**config.mk**
```make
export PLATFORM = sky130hd
export DESIGN_NAME = gpio_bank
export DESIGN_NICKNAME = d
export VERILOG_FILES = /design/src/rtl/gpb_pkg.sv /design/src/rtl/gpb_sync.sv /design/src/rtl/gpb_port.sv /design/src/rtl/gpb_cfg.sv /design/src/rtl/gpio_bank.sv
export SDC_FILE = /design/constraint.sdc
export NUM_CORES = 1
export LEC_CHECK = 0
export BUFFER_PORTS_ARGS = -buffer_cell sky130_fd_sc_hd__buf_4
export CAP_MARGIN = 10
export CORE_UTILIZATION = 45
export CTS_CLUSTER_SIZE = 16
export DETAILED_ROUTE_END_ITERATION = 10
export PLACE_DENSITY = 0.71
export SETUP_SLACK_MARGIN = 0.5
export SYNTH_ARGS = -nofsm -noshare
export SYNTH_HDL_FRONTEND = slang
export SYNTH_SLANG_ARGS = --single-unit
export TNS_END_PERCENT = 5
```
**constraint.sdc**
```tcl
create_clock -name pclk -period 3.5 [get_ports pclk]
set_clock_uncertainty 0.05 [all_clocks]
set_input_delay 0 -clock pclk [delete_from_list [all_inputs] [get_ports pclk]]
set_output_delay 0 -clock pclk [all_outputs]
set_load 0.01 [all_outputs]
```
**src/rtl/gpb_pkg.sv**
```systemverilog
package gpb_pkg;

   localparam int unsigned LANE_W      = 32;
   localparam int unsigned MAX_PORTS   = 4;
   localparam int unsigned PORT_STRIDE = 12;
   localparam int unsigned OFS_DATA    = 0;
   localparam int unsigned OFS_DIR     = 4;
   localparam int unsigned OFS_SRC     = 8;
   localparam int unsigned EXT_BASE    = 'h50;
   localparam int unsigned EXT_STRIDE  = 4;
   localparam int unsigned CFG_WIDTHS  = 'h70;
   localparam int unsigned CFG_COUNT   = 'h74;
   localparam int unsigned WFIELD_W    = 5;
   localparam int unsigned CNT_LSB     = 2;

   // width of port idx, 0 when the port is absent
   function automatic int unsigned port_width(input int unsigned idx,
                                              input int unsigned ports,
                                              input int unsigned wa,
                                              input int unsigned wb,
                                              input int unsigned wc,
                                              input int unsigned wd);
      int unsigned w;
      case (idx)
         0:       w = wa;
         1:       w = wb;
         2:       w = wc;
         default: w = wd;
      endcase
      return (idx < ports) ? w : 0;
   endfunction

   // lowest packed pin index of port idx (or total pin count for idx = 4)
   function automatic int unsigned lane_base(input int unsigned idx,
                                             input int unsigned ports,
                                             input int unsigned wa,
                                             input int unsigned wb,
                                             input int unsigned wc,
                                             input int unsigned wd);
      int unsigned sum = 0;
      for (int unsigned i = 0; i < MAX_PORTS; i++)
         if (i < idx) sum += port_width(i, ports, wa, wb, wc, wd);
      return sum;
   endfunction

   // self-describing width word: width-1 per present port
   function automatic logic [31:0] width_word(input int unsigned ports,
                                              input int unsigned wa,
                                              input int unsigned wb,
                                              input int unsigned wc,
                                              input int unsigned wd);
      logic [31:0] word = '0;
      for (int unsigned i = 0; i < MAX_PORTS; i++)
         if (i < ports)
            word[i*WFIELD_W +: WFIELD_W] =
               WFIELD_W'(port_width(i, ports, wa, wb, wc, wd) - 1);
      return word;
   endfunction

endpackage

```
**src/rtl/gpb_sync.sv**
```systemverilog
module gpb_sync #(
   parameter int unsigned W = 1
) (
   input  logic         clk,
   input  logic         rst_n,
   input  logic [W-1:0] d,
   output logic [W-1:0] q
);

   logic [W-1:0] meta_q;

   always_ff @(posedge clk or negedge rst_n) begin
      if (!rst_n) begin
         meta_q <= '0;
         q      <= '0;
      end else begin
         meta_q <= d;
         q      <= meta_q;
      end
   end

endmodule

```
**src/rtl/gpb_port.sv**
```systemverilog
module gpb_port
   import gpb_pkg::*;
#(
   parameter int unsigned W      = 32,
   parameter int unsigned IDX    = 0,
   parameter int unsigned ADDR_W = 8
) (
   input  logic              clk,
   input  logic              rst_n,
   input  logic              wr_en,
   input  logic              rd_en,
   input  logic [ADDR_W-1:0] addr,
   input  logic [W-1:0]      wdata,
   input  logic [W-1:0]      pin_in,
   input  logic [W-1:0]      hw_dout,
   input  logic [W-1:0]      hw_oe,
   output logic [W-1:0]      pin_out,
   output logic [W-1:0]      pin_oe,
   output logic [W-1:0]      rd_data
);

   localparam int unsigned     BASE   = IDX * PORT_STRIDE;
   localparam logic [ADDR_W-1:0] A_DATA = ADDR_W'(BASE + OFS_DATA);
   localparam logic [ADDR_W-1:0] A_DIR  = ADDR_W'(BASE + OFS_DIR);
   localparam logic [ADDR_W-1:0] A_SRC  = ADDR_W'(BASE + OFS_SRC);
   localparam logic [ADDR_W-1:0] A_EXT  = ADDR_W'(EXT_BASE + IDX * EXT_STRIDE);

   logic [W-1:0] data_q;
   logic [W-1:0] dir_q;
   logic [W-1:0] src_q;
   logic [W-1:0] pin_s;

   // software registers, written in the access phase
   always_ff @(posedge clk or negedge rst_n) begin
      if (!rst_n) begin
         data_q <= '0;
         dir_q  <= '0;
         src_q  <= '0;
      end else if (wr_en) begin
         case (addr)
            A_DATA:  data_q <= wdata;
            A_DIR:   dir_q  <= wdata;
            A_SRC:   src_q  <= wdata;
            default: ;
         endcase
      end
   end

   gpb_sync #(.W(W)) u_sync (
      .clk   (clk),
      .rst_n (rst_n),
      .d     (pin_in),
      .q     (pin_s)
   );

   // per-pin source select; value and enable are independent registers,
   // so a value write settles before the enable that follows it
   for (genvar b = 0; b < W; b++) begin : g_bit
      assign pin_out[b] = src_q[b] ? hw_dout[b] : data_q[b];
      assign pin_oe[b]  = src_q[b] ? hw_oe[b]   : dir_q[b];
   end

   always_comb begin
      rd_data = '0;
      if (rd_en) begin
         case (addr)
            A_DATA:  rd_data = data_q;
            A_DIR:   rd_data = dir_q;
            A_SRC:   rd_data = src_q;
            A_EXT:   rd_data = pin_s;
            default: ;
         endcase
      end
   end

endmodule

```
**src/rtl/gpb_cfg.sv**
```systemverilog
module gpb_cfg
   import gpb_pkg::*;
#(
   parameter int unsigned PORTS   = 4,
   parameter int unsigned WIDTH_A = 32,
   parameter int unsigned WIDTH_B = 32,
   parameter int unsigned WIDTH_C = 32,
   parameter int unsigned WIDTH_D = 32,
   parameter int unsigned ADDR_W  = 8
) (
   input  logic              rd_en,
   input  logic [ADDR_W-1:0] addr,
   output logic [31:0]       rd_data
);

   localparam logic [31:0] WORD_W =
      width_word(PORTS, WIDTH_A, WIDTH_B, WIDTH_C, WIDTH_D);
   localparam logic [31:0] WORD_N = 32'(PORTS - 1) << CNT_LSB;
   localparam logic [ADDR_W-1:0] A_WID = ADDR_W'(CFG_WIDTHS);
   localparam logic [ADDR_W-1:0] A_CNT = ADDR_W'(CFG_COUNT);

   always_comb begin
      rd_data = '0;
      if (rd_en) begin
         if (addr == A_WID)      rd_data = WORD_W;
         else if (addr == A_CNT) rd_data = WORD_N;
      end
   end

endmodule

```
**src/rtl/gpio_bank.sv**
```systemverilog
module gpio_bank
   import gpb_pkg::*;
#(
   parameter int unsigned PORTS   = 4,
   parameter int unsigned WIDTH_A = 32,
   parameter int unsigned WIDTH_B = 12,
   parameter int unsigned WIDTH_C = 8,
   parameter int unsigned WIDTH_D = 5,
   parameter int unsigned ADDR_W  = 8,
   localparam int unsigned NPIN =
      lane_base(MAX_PORTS, PORTS, WIDTH_A, WIDTH_B, WIDTH_C, WIDTH_D)
) (
   input  logic              pclk,
   input  logic              presetn,
   input  logic              psel,
   input  logic              penable,
   input  logic              pwrite,
   input  logic [ADDR_W-1:0] paddr,
   input  logic [31:0]       pwdata,
   output logic [31:0]       prdata,
   output logic              pready,
   output logic              pslverr,
   input  logic [NPIN-1:0]   pin_in,
   input  logic [NPIN-1:0]   hw_dout,
   input  logic [NPIN-1:0]   hw_oe,
   output logic [NPIN-1:0]   pin_out,
   output logic [NPIN-1:0]   pin_oe
);

   // elaboration-time parameter checks
   if (PORTS < 1 || PORTS > MAX_PORTS) begin : g_bad_ports
      $error("gpio_bank: PORTS out of range");
   end
   if (ADDR_W < 7) begin : g_bad_addr
      $error("gpio_bank: ADDR_W too narrow for the register map");
   end

   logic        wr_en;
   logic        rd_en;
   logic [31:0] lane_rd [MAX_PORTS];
   logic [31:0] cfg_rd;

   assign wr_en = psel & penable & pwrite;
   assign rd_en = psel & ~pwrite;

   for (genvar p = 0; p < MAX_PORTS; p++) begin : g_lane
      localparam int unsigned PW =
         port_width(p, PORTS, WIDTH_A, WIDTH_B, WIDTH_C, WIDTH_D);
      localparam int unsigned LO =
         lane_base(p, PORTS, WIDTH_A, WIDTH_B, WIDTH_C, WIDTH_D);
      if (p < PORTS) begin : g_on
         if (PW < 1 || PW > LANE_W) begin : g_bad_width
            $error("gpio_bank: port width out of range");
         end
         logic [PW-1:0] rd_w;
         gpb_port #(.W(PW), .IDX(p), .ADDR_W(ADDR_W)) u_port (
            .clk     (pclk),
            .rst_n   (presetn),
            .wr_en   (wr_en),
            .rd_en   (rd_en),
            .addr    (paddr),
            .wdata   (pwdata[PW-1:0]),
            .pin_in  (pin_in[LO +: PW]),
            .hw_dout (hw_dout[LO +: PW]),
            .hw_oe   (hw_oe[LO +: PW]),
            .pin_out (pin_out[LO +: PW]),
            .pin_oe  (pin_oe[LO +: PW]),
            .rd_data (rd_w)
         );
         assign lane_rd[p] = 32'(rd_w);
      end else begin : g_off
         assign lane_rd[p] = '0;
      end
   end

   gpb_cfg #(
      .PORTS   (PORTS),
      .WIDTH_A (WIDTH_A),
      .WIDTH_B (WIDTH_B),
      .WIDTH_C (WIDTH_C),
      .WIDTH_D (WIDTH_D),
      .ADDR_W  (ADDR_W)
   ) u_cfg (
      .rd_en   (rd_en),
      .addr    (paddr),
      .rd_data (cfg_rd)
   );

   // at most one source decodes a given address, so an OR merges them
   always_comb begin
      prdata = cfg_rd;
      for (int unsigned p = 0; p < MAX_PORTS; p++) prdata |= lane_rd[p];
   end

   assign pready  = 1'b1;
   assign pslverr = 1'b0;

endmodule

```
==> results of run 1 <==
stage by stage:
step | cell area [sq um] | setup slack [ns]
final | 17600 | 1.11
after global routing | 17600 | 1.01
after CTS | 17600 | 1.11
after detailed placement | 15700 | 1.04
after global placement | 15700 | 1.11
after floorplan | 12700 | 1.68
power groups by stage:
| stage | clock [uW] | sequential (uW) | combinational [uW] |
|---|---|---|---|
| final | 3060 | 3450 | 596 |
| after global routing | 3220 | 3460 | 641 |
| after CTS | 3100 | 3450 | 596 |
| after detailed placement | 0 | 3510 | 508 |
| after global placement | 0 | 3510 | 499 |
| after floorplan | 0 | 3480 | 159 |
synth_stat cells, types with 3 or more instances:
master and number:
a2111oi_0 3, a21o_1 3, a21oi_1 30, a222oi_1 4, a22o_1 10, a22oi_1 62, a31oi_1 8, a32o_1 3
a32oi_1 7, and3_1 3, buf_1 8, buf_2 21, buf_4 11, buf_6 6, clkbuf_1 10, dfrtp_1 285
mux2_1 13, mux2_2 270, mux2_4 8, mux2i_1 7, nand2_1 16, nand3_1 10, nor2_1 15, nor2_2 7
nor3_1 5, nor3_4 3, nor3b_1 4, o21ai_0 9, o22ai_1 11, or2_2 3
what timing repair did:
action | CTS | global route
hold buffers | 92 | 0
setup buffers | 0 | 0
endpoints found under the hold margin | 335 | 0
resized for setup | 0 | 0
layout by cell type (no fill, tap or decap), types with 3 or more instances in the layout:
cell type	instances
clkinv_2	5
nor2_1	14
a31oi_1	8
mux2_4	8
clkbuf_16	31
mux2i_1	7
dfrtp_1	285
a32o_1	3
and3_1	3
nor3_4	3
o22ai_1	11
a21oi_1	30
nor2_2	8
mux2_1	13
clkbuf_1	8
a22o_1	10
clkbuf_8	6
buf_12	3
a21o_1	3
dlygate4sd3_1	92
a22oi_1	62
nand3_1	10
mux2_2	270
a222oi_1	4
nand2_1	16
a2111oi_0	3
a32oi_1	7
nor3_1	5
nor3b_1	4
o21ai_0	9
or2_2	3
buf_4	377
registers in the layout, summed over array words and instances, names as in the netlist:
register and count:
g_lane.g_on.u_port.u_sync.q 57, g_lane.g_on.u_port.src_q 57, g_lane.g_on.u_port.dir_q 57, g_lane.g_on.u_port.u_sync.meta_q 57, g_lane.g_on.u_port.data_q 57
routing by layer:
metal  vias to the layer above  share of wire, %
met1                      4961                43
met5                         -                 0
met2                       478                47
li1                       4273                 -
met4                         0               2.9
met3                        93               6.9
path summary, 6_finish.rpt:
check,start,endpoint,slack [ns]
min in group pclk,pin_in[55],g_lane[3].g_on.u_port.u_sync.meta_q[3],0.04
max reg2reg,g_lane[1].g_on.u_port.dir_q[1],g_lane[1].g_on.u_port.dir_q[1],2.56
min,presetn,g_lane[0].g_on.u_port.u_sync.meta_q[14],0.04
max,paddr[6],prdata[8],1.11
max in group asynchronous,presetn,g_lane[3].g_on.u_port.data_q[1],2.32
min reg2reg,g_lane[1].g_on.u_port.u_sync.meta_q[6],g_lane[1].g_on.u_port.u_sync.q[6],0.29
cell type report:
cell class / instances / share of cell area (%)
Inverter: 2 / 0.0426
Antenna cell: 1 / 0.0142
Tap cell: 378 / 2.69
Clock buffer: 45 / 5.05
Timing Repair Buffer: 473 / 21.7
Sequential cell: 285 / 40.5
Multi-Input combinational cell: 556 / 29.6
Clock inverter: 6 / 0.313
logic make-up after synthesis:
kind of cell	count (synthesis)	share of synthesized area, %
DFF	285	56.4
and+or+nand+nor	92	4.84
other	2	0.0594
AOI/OAI and AO/OA	162	9.07
muxes	300	27.0
buffers and inverters	58	2.61
==> run summary, run 1 <==
Global routing used 43.7% of the available met2 tracks. The share of the clock period used by the worst path after layout came out at 68.2%. The peak ir drop on the vdd network came out at 296 uV.

The count of standard-cell rows came out at 61. Setup violations remaining at the end of the flow were counted as 0. The initial detailed-routing violation count came out at 1018. The setup path with the least slack is of type in2out. The tightest min-delay check is of the in2async type.

For this run, global-route usage on met3 was measured as 4.15%. The switching share of power is 22.2%. The highest achievable clock rate is 419 MHz. The layout net count came out at 1564.

The register bit total from synthesis is 285. The placed instance count is 1602. The final routed wirelength across all metal layers is 40.0 mm.

The number of enable-type register cells in the synthesized netlist is 0. The synthesized netlist net count is 1115. Of all flip-flops after synthesis, the portion carrying an async set or reset was 100%. On the critical path, the stage with the largest delay is an instance of or4_1. The count of TritonRoute iterations in the first routing pass is 5.

The final max-slew violation count came out at 0. Summed over all failing endpoints, the final setup total negative slack is 0 ns. The number of remaining DRC errors came out at 0. The multi-input gate area in the final layout came out at 5220 sq um.

For this run, the leading register cell type out of synthesis is dfrtp_1. Clock tree synthesis selected as its root buffer the cell clkbuf_16. The total track usage is 27.4%. The met1 demand-to-capacity share in global routing came out at 38.4%. The initial utilization of the core area, before any placement, comes to 45.7%. Setup repair after global routing left no endpoint under its margin. The maximum number of pins on one net before global-route repair is 110.

The layout has 2126 filler cells. Counting both buffers and inverters, the worst setup path holds a total of 2. The part of the total power dissipated in sequential elements is 48.5%. The internal portion of the total power is 5530 uW.

Input and output buffers added on the ports amount to 361. The worst max-slew margin expressed relative to the limit came out at 42.6%. Among the stages of the critical path, the cell type that occurs most often is buf_4. From synthesis to final layout, the design area changed by 39.1%.

The horizontal extent of the die is 170 microns. The slew at the pin closest to its max-slew limit is 0.859 ns. The first-pass GRT wire length is 59.2 mm. The warning count from the yosys run is 0.

The number of clock buffers inserted by TritonCTS is 30. Of the post-synthesis cell area, the dominant cell type holds 56.4%. The final standard cell utilization of the core is 63.5%.

Across the run, the number of max-cap violations was 0. The worst setup path is launched from an input port. The via total after detailed routing came out at 9805. 364 I/O pins were placed. The average via count per standard cell is 5.62. The part of the total power dissipated in combinational logic is 8.4%.

The clock insertion delay at the later pin of the skew report is 0.55 ns. The highest net fanout along the worst path is 24. The power dissipated by switching net loads is 1580 uW. The mean area per synthesized cell came out at 14.1 sq um.

The clock share of power is 43.1%. The clock tree from TritonCTS is built. The path depth of the worst reg2reg path came out at 1. The maximum clock path buffer count came out at 3. The layer carrying the most global-route usage is met2. The via count of the first global-routing pass came to 9862. Power comes to 7110 uW. The data arrival at the endpoint of the critical path came out at 2.34 ns.

The number of sinks on the clock net is 285. Across all hold checks on the routed design, the worst slack comes to 0.0373 ns. The post-CTS clock slew at the launch and capture registers of the worst setup and hold paths came out at 0.06 ns. In this run the static leakage power is 0.00851 uW.

The number of antenna violations at the first check in global routing came out at 1. The final hold violation count came out at 0. The largest single stage delay on the critical path is 0.81 ns.

The number of non-filler instances in the completed layout is 1746. The layout cell share with drive strength beyond 1 is 53.3%. The critical path goes through buf_4 > or4_1 > or2_4 > a21oi_1 > o21ai_0 > nand3_1 > buf_4. The mean routed wirelength per cell is 22.9 microns. Across the whole layout, storage elements account for 7130 sq um. The count of mapped cells out of synthesis is 899. Routability-driven placement finished with a final weighted congestion of 0.935. The die boundary height came out at 170 microns.

The area of the placeable core came out at 27700 sq um. Grouping stages by cell kind, the critical path spends the most delay in simple AND/OR/NAND/NOR gates. The critical path depth came out at 7. The floorplan die area is 28800 sq um. The worst path needs 2.39 ns of the cycle, external delays included. The number of unique standard cell types used by synthesis is 60. STA classifies the critical path endpoint as an output pin.

Dividing total power by cell area gives a power density of 404 nW/um^2. The sequential fraction of the synthesis area is 56.4%. The number of levels the H-tree was split into is 1. In the post-synthesis netlist, the biggest area contributors are dfrtp_1 56%, mux2_2 24%, a22oi_1 3.7%. The cell accounting for the most synthesized area is dfrtp_1.

Summed over all layers, the global routing overflow is 0. The synthesized netlist occupies a cell area of 12700 sq um. The flow ran to the end, and the final reports show no timing, DRC or antenna violations. Once detailed placement completed, the half-perimeter wirelength came to 27.6 mm.

The count of nets left with antenna violations once routing finished came out at 0. For the worst setup path, the data required time is 3.45 ns.
(Power assumes the default switching activity.)
==> run 2, diff against run 1 <==
--- a/config.mk
+++ b/config.mk
@@ -10,7 +10,7 @@
 export CORE_UTILIZATION = 45
 export CTS_CLUSTER_SIZE = 16
 export DETAILED_ROUTE_END_ITERATION = 10
-export PLACE_DENSITY = 0.71
+export PLACE_DENSITY = 0.74
 export SETUP_SLACK_MARGIN = 0.5
 export SYNTH_ARGS = -nofsm -noshare
 export SYNTH_HDL_FRONTEND = slang
==> constraint.sdc (replaced) <==
create_clock -name pclk -period 2 [get_ports pclk]
set_clock_uncertainty 0.05 [all_clocks]
set_input_delay 0 -clock pclk [delete_from_list [all_inputs] [get_ports pclk]]
set_output_delay 0 -clock pclk [all_outputs]
set_load 0.01 [all_outputs]
==> run 2 against run 1 <==
Net effect:
- die area did not move
- via count rose by 5.5%
- sequential share of layout area fell by 3.9 points
- the run now ends with negative setup slack left
- register-to-register slack got worse by 1.6 ns
- final area rose by 12%
- total power rose by 82%
- sequential power rose by 75%
- sequential cell count did not move
- routed wire length rose by 7.7%
- count of clock-buffer cells in the layout fell by 4
==> run summary, run 2 (same netlist as run 1, synthesis figures left out) <==
The placed instance count came out at 1663. Setup repair after global routing could not meet its margin everywhere. CTS saw 285 sinks. The kind of cell with the highest combined delay along the critical path is compound AO/OA/AOI/OAI gates. The count of nets left with antenna violations after detail routing is 0. The required time at the endpoint of the critical path is 1.95 ns.

The final hold violation count came out at 0. The final max-slew violation count is 0. The setup slack of the critical path after layout came out at -0.102 ns. The via total after detailed routing came out at 10.3k.

The startpoint identified for the worst register-to-register timing path is g_lane[1].g_on.u_port.dir_q[6]. Traced cell by cell, the critical path runs through a221oi_2 > o22ai_2 > a2111oi_4 > a31oi_1 > buf_4 > buf_6. The post-DP HPWL came out at 29.2 mm. The core region is 27700 sq um.

The mean routed wirelength per cell is 23.6 microns. Excluding fillers, the count of instances in the completed layout stands at 1829. The filler cell count came out at 1813. With fillers left out, the area of the finished cells amounts to 19700 sq um.

The layout net count came out at 1643. The number of antenna violations at the first check in global routing came to 2. The initial detailed-routing violation count is 942.

The initial utilization of the core area, before any placement, comes to 45.7%. Of all nets on the critical path, the largest fanout is 2. The category of the worst setup path capture point is an output pin. The I/O pin total came out at 364.

The final standard cell utilization of the core is 70.9%. The count of TritonRoute iterations in the first routing pass is 7. The horizontal extent of the die is 170 microns. The post-placement setup slack came out at -0.0104 ns.

The clock period minus worst slack came out at 2.10 ns. The startpoint type of the worst setup path is a flop. The die is 170 microns tall. The weighted congestion reported at the end of routability-driven placement came out at 0.915. The total track usage came out at 29.3%. The post-CTS clock slew at the launch and capture registers of the worst setup and hold paths came out at 0.06 ns. The initialized floorplan defines 61 standard-cell rows.

From synthesis to final layout, the design area changed by 55.3%. The tool flagged a number of max-cap violations equal to 0. The layout cell share with drive strength beyond 1 is 62.2%. The clock insertion delay at the later pin of the skew report is 0.54 ns. The total overflow left after global routing is 0. The final routed wirelength across all metal layers came out at 43.1 mm. The die covers 28800 sq um. TritonCTS built the clock tree. The setup violation total in the final timing report came out at 5. The checks that failed: negative setup slack. The start-to-end type of the worst setup path is reg2out.

The maximum number of pins on one net before global-route repair is 75. The leakage power summed over all cells is 0.00918 uW. The worst max-slew margin expressed relative to the limit is 56.3%. The number of buffers and inverters on the critical path is 2. In this run the most critical hold path is launched from pin_in[30]. The highest achievable clock rate is 476 MHz. The cell chosen for the clock root is clkbuf_16. The total placed instance area came out at 16400 sq um.

The ratio of total power to cell area is 660 nW/um^2. The number of clock buffers inserted by TritonCTS came out at 29. The flow ran to the end, but the final reports show violations. The share of the clock period used by the worst path after layout came out at 105%.

The number of remaining DRC errors is 0. For the pin with the worst max-slew slack, the measured transition is 0.656 ns. The via count of the first global-routing pass is 10.8k. In this run the worst setup path begins at g_lane[1].g_on.u_port.dir_q[6]. At the worst endpoint, the arrival time is 2.05 ns. The first-pass GRT wire length is 63.6 mm. The path type of the worst min-delay path is in2reg. No sink is reached through more buffers than the 3 on the longest clock path. The number of levels the H-tree was split into is 1. The most common library cell in the layout ignoring fill and taps is buf_4. In the layout the commonest cells are 319 x buf_4, 233 x dfrtp_1, 159 x mux2_2.

The delay of the slowest critical-path stage is 0.41 ns. On the critical path, the stage with the largest delay is an instance of dfrtp_1. The average via count per standard cell came out at 5.66. VDD sags by at most 709 uV. The count of input and output buffers came out at 361.
==> run 2: worst paths after layout <==
kind	slack (ns)	to	depth (start not counted)
min in group asynchronous	0.48	g_lane[0].g_on.u_port.dir_q[23]	3
worst max-delay path	-0.10	prdata[6]	6
worst max register to register	1.00	g_lane[1].g_on.u_port.dir_q[6]	2
worst min register to register	0.29	g_lane[0].g_on.u_port.u_sync.q[26]	0
max in group asynchronous	0.66	g_lane[2].g_on.u_port.src_q[7]	4
worst min-delay path	0.05	g_lane[0].g_on.u_port.u_sync.meta_q[30]	2
==> run 2: timing repair <==
item / in CTS / in global routing
pin swaps: 18 / 19
gates cloned: 0 / 0
resized for setup: 221 / 115
endpoints found under the setup margin: 139 / 179
endpoints found under the hold margin: 513 / 0
setup buffers: 12 / 8
hold buffers: 91 / 0
==> run 2: through the flow <==
step / power (uW) / hold WS [ns] / TNS, ns
floorplan: 6370 / -0.346 / 0
global placement: 7060 / -0.136 / 0
detailed placement: 7080 / -0.124 / -0.0104
CTS: 13000 / 0.0320 / -0.420
global route: 13300 / 0.0543 / -0.611
finish: 13000 / 0.0530 / -0.269
==> run 2: layout make-up <==
type,count,area (sq um),share of cell area (%)
tap,378,473,2.41
timing repair buffer,553,5120,26.0
clock buffer,41,841,4.28
inverter,2,7.51,0.0382
antenna,2,5.00,0.0255
clock inverter,12,168,0.853
sequential,285,7200,36.6
multi-input combinational,556,5840,29.7
==> run 2: where the power goes <==
| group | switching (uW) | internal (uW) |
|---|---|---|
| logic | 513 | 714 |
| registers | 105 | 5940 |
| clock network | 2260 | 3440 |
==> run 2: metal layers <==
metal / up-vias / wire length (microns) / global-route usage (%)
met1: 5315 / 17000 / 38.4
met5: - / 0 / 0
met4: 0 / 1660 / 10.8
li1: 4443 / - / -
met3: 107 / 2680 / 4.92
met2: 480 / 21700 / 48.8
